===== config.mk =====
export PLATFORM = sky130hd
export DESIGN_NAME = addr_word_store
export DESIGN_NICKNAME = d
export VERILOG_FILES = /design/src/rtl/aws_pkg.sv /design/src/rtl/aws_hold_reg.sv /design/src/rtl/aws_word_bank.sv /design/src/rtl/addr_word_store.sv
export SDC_FILE = /design/constraint.sdc
export NUM_CORES = 1
export LEC_CHECK = 0
export BUFFER_PORTS_ARGS = -buffer_cell sky130_fd_sc_hd__buf_2
export CAP_MARGIN = 15
export CORE_UTILIZATION = 52
export DETAILED_ROUTE_END_ITERATION = 10
export GPL_TIMING_DRIVEN = 0
export PLACE_DENSITY = 0.77
export SLEW_MARGIN = 40
export SYNTH_ARGS = -nofsm -noshare
export SYNTH_HDL_FRONTEND = slang
export SYNTH_SLANG_ARGS = --single-unit
export TNS_END_PERCENT = 20

===== constraint.sdc =====
create_clock -name clk -period 1.45 [get_ports clk]
set_input_delay 0.29 -clock clk [delete_from_list [all_inputs] [get_ports clk]]
set_output_delay 0.29 -clock clk [all_outputs]
set_load 0.01 [all_outputs]

===== src/rtl/aws_pkg.sv =====
package aws_pkg;
  localparam int unsigned AWS_DATA_W = 8;
  localparam int unsigned AWS_DEPTH  = 8;

  typedef struct packed {
    logic addr;
    logic data;
    logic word;
  } aws_sel_t;
endpackage


===== src/rtl/aws_hold_reg.sv =====
module aws_hold_reg #(
  parameter int unsigned W = 8
) (
  input  logic         clk,
  input  logic         rst,
  input  logic         en,
  input  logic [W-1:0] d,
  output logic [W-1:0] q
);
  always_ff @(posedge clk) begin
    if (rst)     q <= '0;
    else if (en) q <= d;
  end

  AST_HOLD_WHEN_IDLE: assert property (@(posedge clk) disable iff (rst)
    !en |=> $stable(q));
  AST_LOAD_WHEN_EN: assert property (@(posedge clk) disable iff (rst)
    en |=> q == $past(d));
endmodule


===== src/rtl/aws_word_bank.sv =====
module aws_word_bank #(
  parameter int unsigned DATA_W = 8,
  parameter int unsigned DEPTH  = 8,
  localparam int unsigned IDX_W = $clog2(DEPTH)
) (
  input  logic              clk,
  input  logic              rst,
  input  logic              we,
  input  logic [IDX_W-1:0]  widx,
  input  logic [DATA_W-1:0] wdata,
  input  logic [IDX_W-1:0]  ridx,
  output logic [DATA_W-1:0] rdata
);
  function automatic logic [DEPTH-1:0] idx_to_onehot(input logic [IDX_W-1:0] ix);
    logic [DEPTH-1:0] v;
    v = '0;
    v[ix] = 1'b1;
    return v;
  endfunction

  logic [DEPTH-1:0]             word_we;
  logic [DEPTH-1:0][DATA_W-1:0] words;

  assign word_we = we ? idx_to_onehot(widx) : '0;

  for (genvar gi = 0; gi < DEPTH; gi++) begin : g_word
    aws_hold_reg #(.W(DATA_W)) u_word (
      .clk (clk),
      .rst (rst),
      .en  (word_we[gi]),
      .d   (wdata),
      .q   (words[gi])
    );
  end

  assign rdata = words[ridx];

  AST_ONE_WORD_WRITE: assert property (@(posedge clk) disable iff (rst)
    $onehot0(word_we));
  AST_WORD_TAKES_VALUE: assert property (@(posedge clk) disable iff (rst)
    we |=> words[$past(widx)] == $past(wdata));
  AST_BANK_IDLE: assert property (@(posedge clk) disable iff (rst)
    !we |=> $stable(words));
endmodule


===== src/rtl/addr_word_store.sv =====
module addr_word_store #(
  parameter int unsigned DATA_W = aws_pkg::AWS_DATA_W,
  parameter int unsigned DEPTH  = aws_pkg::AWS_DEPTH,
  localparam int unsigned IDX_W = $clog2(DEPTH)
) (
  input  logic              clk,
  input  logic              rst,
  input  logic [DATA_W-1:0] wr_val,
  input  logic              load_addr,
  input  logic              load_data,
  input  logic              load_word,
  output logic [DATA_W-1:0] addr_out,
  output logic [DATA_W-1:0] data_out,
  output logic [DATA_W-1:0] word_out
);
  aws_pkg::aws_sel_t sel;
  logic [IDX_W-1:0]  cur_idx;

  assign sel     = '{addr: load_addr, data: load_data, word: load_word};
  assign cur_idx = addr_out[IDX_W-1:0];

  aws_hold_reg #(.W(DATA_W)) u_addr (
    .clk (clk), .rst (rst), .en (sel.addr), .d (wr_val), .q (addr_out)
  );

  aws_hold_reg #(.W(DATA_W)) u_data (
    .clk (clk), .rst (rst), .en (sel.data), .d (wr_val), .q (data_out)
  );

  aws_word_bank #(.DATA_W(DATA_W), .DEPTH(DEPTH)) u_bank (
    .clk   (clk),
    .rst   (rst),
    .we    (sel.word),
    .widx  (cur_idx),
    .wdata (wr_val),
    .ridx  (cur_idx),
    .rdata (word_out)
  );

  AST_ADDR_LOAD: assert property (@(posedge clk) disable iff (rst)
    load_addr |=> addr_out == $past(wr_val));
  AST_DATA_LOAD: assert property (@(posedge clk) disable iff (rst)
    load_data |=> data_out == $past(wr_val));
  AST_DATA_HOLD: assert property (@(posedge clk) disable iff (rst)
    !load_data |=> $stable(data_out));
  AST_OLD_INDEX_WRITE: assert property (@(posedge clk) disable iff (rst)
    (load_word && load_addr && !load_data) |=>
      ($past(addr_out[IDX_W-1:0]) != addr_out[IDX_W-1:0]) || (word_out == $past(wr_val)));
endmodule


==> key figures <==
Global routing
  – Total Routing Usage GR: 29.4%
  – Vias in the first global route: 3003
  – Largest net degree at the start of global routing: 14
  – Initial antenna violation count: 0
  – First-pass GRT wire length: 16000 um
  – Global route overflow: 0

Setup path
  – Crit-path slowest cell: nor4b_1
  – Cell Chain, Critical Path: buf_8 > buf_12 > nor4b_1 > or3_4 > buf_6
  – CP startpoint kind: flop
  – R2R depth: 7
  – Max stage delay on crit path: 430 ps
  – Critical path arrival: 1770 ps
  – Critical setup path kind: reg -> out
  – Critical path capture point type: output port
  – Flop2flop setup slack: -190 ps
  – Worst Path Max Fanout: 9
  – Worst path required time: 1160 ps

Routing
  – Vias after detailed routing: 3278
  – Drt wl/cell: 19.6 um
  – Residual DRC count: 2
  – Routed wire length: 10500 um
  – Initial drt markers: 390
  – 1st-pass router iterations: 10
  – Via density: 6.13
  – Routed Antenna Nets: 0

STA
  – Relative slew slack: 55.6%
  – Fin. max-slew vios: 0
  – Fin crit period: 2060 ps
  – Final hold viol count: 0
  – Fmax: 484 MHz
  – Clk_skew: 5.22 ps
  – RSZ-0062 raised after global routing: true
  – Least-Margin Pin Slew: 666 ps
  – Final setup fails: 56
  – Final period util: 142%
  – Worst setup margin: -614 ps
  – TNS Setup: -7890 ps

Power
  – Peak supply drop: 0.000793 V
  – Cell-internal power: 0.00354 W
  – Leakage: 1.66 nW
  – Seq pwr share: 48.0%
  – Comb pwr share: 13.7%
  – Clock power share: 38.3%
  – Sw frac: 25.9%
  – Pwr/cell area: 1080 mW/mm2
  – Net Sw Power: 0.00124 W

Finish
  – Fin util: 68.1%
  – Nets@finish: 466
  – Area grow syn2layout: 24.1%
  – Non-filler cells, final: 535
  – Filler Cells Inserted: 513
  – # diodes: 0
  – Layout cells sized above 1: 22.7%

Clocking
  – CTS tree: yes
  – TritonCTS buffer count: 9
  – Root Driver: clkbuf_8
  – CTS HTree Levels: 3
  – Clock transition at the registers of the reported paths: 80 ps
  – Worst skew pair latency: 360 ps
  – CTS Sinks: 80
  – Hold_buf cts: 0
  – Clock buffer depth: 2

Floorplan
  – Die width: 84.8 um
  – Die ar.: 0.00719 mm2
  – Starting Density: 54.9%
  – Core Area: 0.00649 mm2
  – Ports: 37
  – Die height: 84.8 um
  – FP Rows: 29

Place
  – Number of cells after detailed placement: 506
  – GP Congestion: 0.858
  – IO Port Bufs: 25
  – Dpl ws: -406 ps
  – Detailed placer's ending HPWL: 6390 um

Worst hold path
  – Hold depth: 3
  – Min-delay worst type: in -> reg

Logic synthesis
  – Mapped Cells: 404
  – Mean Syn Cell Area: 8.82 um2
  – Syn_nets: 417
  – Yosys reg bits: 80
  – Sequential share of the synthesized area: 44.9%
  – Cell Area, Synth: 0.00356 mm2
  – Yosys cell types: 36
  – YS warnings: 0

Flow run
  – Max Cap Violations: 0

Run status
  – Failing checks: design-rule violations, negative setup slack
  – Status: finished, violations left
==> logic make-up after synthesis <==
family	after synthesis	synth area share, %
and+or+nand+nor	148	19.1
DFF	80	44.9
AOI/OAI and AO/OA	70	12.0
muxes	60	17.7
buffers and inverters	46	6.32
==> final timing paths <==
path,from,to
min,wr_val[5],u_bank.g_word[7].u_word.q[5]
min reg2reg,u_bank.g_word[5].u_word.q[2],u_bank.g_word[5].u_word.q[2]
max,u_addr.q[1],word_out[7]
max reg2reg,u_addr.q[2],u_bank.g_word[1].u_word.q[1]
==> repair_timing <==
item | CTS | global route
cloned | 1 | 2
resized for setup | 38 | 23
pin swaps | 27 | 27
setup endpoints to repair | 64 | 56
buffers inserted | 8 | 5
==> registers in the layout, indices dropped and copies added (netlist names) <==
signal                  flops
u_data.q                    8
u_addr.q                    8
u_bank.g_word.u_word.q     64
==> final cells by class <==
| class | instances | area [um2] | share of cell area, % |
|---|---|---|---|
| flip-flops and latches | 80 | 1610 | 36.5 |
| clock inverters | 3 | 45.0 | 1.02 |
| multi-input cells | 278 | 1790 | 40.5 |
| inverters | 5 | 21.3 | 0.481 |
| well taps | 77 | 96.3 | 2.18 |
| plain buffers | 38 | 327 | 7.39 |
| repair buffers | 41 | 352 | 7.95 |
| clock buffers | 13 | 179 | 4.05 |
==> power groups by stage <==
| stage | combinational, W | clock, W | sequential [W] |
|---|---|---|---|
| after global placement | 0.000518 | 0 | 0.00234 |
| after floorplan | 0.000355 | 0 | 0.00235 |
| final | 0.000657 | 0.00183 | 0.00230 |
| after global routing | 0.000696 | 0.00193 | 0.00230 |
| after detailed placement | 0.000524 | 0 | 0.00234 |
| after CTS | 0.000585 | 0.00181 | 0.00229 |
==> critical path, delay by kind of cell (launching register included) <==
kind	cells	cell delay, ps
buffers and inverters	3	370
flip-flops	1	380
AND/OR/NAND/NOR	2	640
==> stage by stage <==
step	total power, W	hold WS, ps	area (um2)
after floorplan	0.00270	432	3610
after global placement	0.00286	438	3830
after detailed placement	0.00287	446	3830
after CTS	0.00469	378	4250
after global routing	0.00492	404	4420
final	0.00478	379	4420
==> cell usage in the layout (no fill, tap or decap), types with 2 or more instances in the layout <==
master,count
clkbuf_8,13
and4b_1,2
buf_12,5
mux4_2,2
mux2i_1,53
a21oi_1,46
clkbuf_1,20
inv_1,4
a211o_1,6
buf_2,25
nand4b_1,3
nor2_1,40
nor3b_1,3
buf_4,8
dfxtp_1,77
clkbuf_16,3
a31oi_1,4
buf_6,8
o32a_1,4
mux2_2,3
buf_8,8
and4bb_2,3
inv_4,2
dfxtp_4,3
nand2_2,6
nand2_1,78
o211ai_1,5
==> cell usage after synthesis <==
master / n / area share (%)
a211oi_1: 1 / 0.21
buf_12: 1 / 0.56
a21oi_1: 46 / 6.5
mux2i_1: 54 / 15
nor2_1: 40 / 4.2
nor4b_1: 1 / 0.25
nand4b_1: 3 / 0.74
a21boi_0: 2 / 0.42
buf_1: 2 / 0.21
clkbuf_2: 1 / 0.14
and4bb_2: 3 / 1.1
clkbuf_1: 22 / 2.3
and4_1: 1 / 0.25
nor3b_1: 4 / 0.84
buf_2: 10 / 1.4
a31oi_1: 4 / 0.70
o22ai_1: 1 / 0.18
and4b_1: 3 / 0.84
o211ai_2: 1 / 0.35
buf_4: 4 / 0.84
and3_1: 1 / 0.18
mux2_2: 4 / 1.3
inv_1: 5 / 0.53
o211ai_1: 5 / 1.1
a211o_1: 6 / 1.5
or4b_1: 1 / 0.28
nand2_1: 85 / 9.0
nand3_1: 2 / 0.28
dfxtp_1: 80 / 45
or3_1: 1 / 0.18
nand4_1: 1 / 0.18
nor4b_4: 1 / 0.67
mux4_2: 2 / 1.3
nand2b_1: 1 / 0.18
o32a_1: 4 / 1.1
buf_6: 1 / 0.32
==> per-layer routing <==
layer / vias up / global-route usage, % / part of all wire [%]
met4: 0 / 15.7 / 4.6
met1: 1582 / 37.8 / 41
met5: - / 0 / 0
met2: 175 / 44.8 / 46
met3: 41 / 8.65 / 8.4
li1: 1480 / - / -
Power figures use the tool's default switching activity.
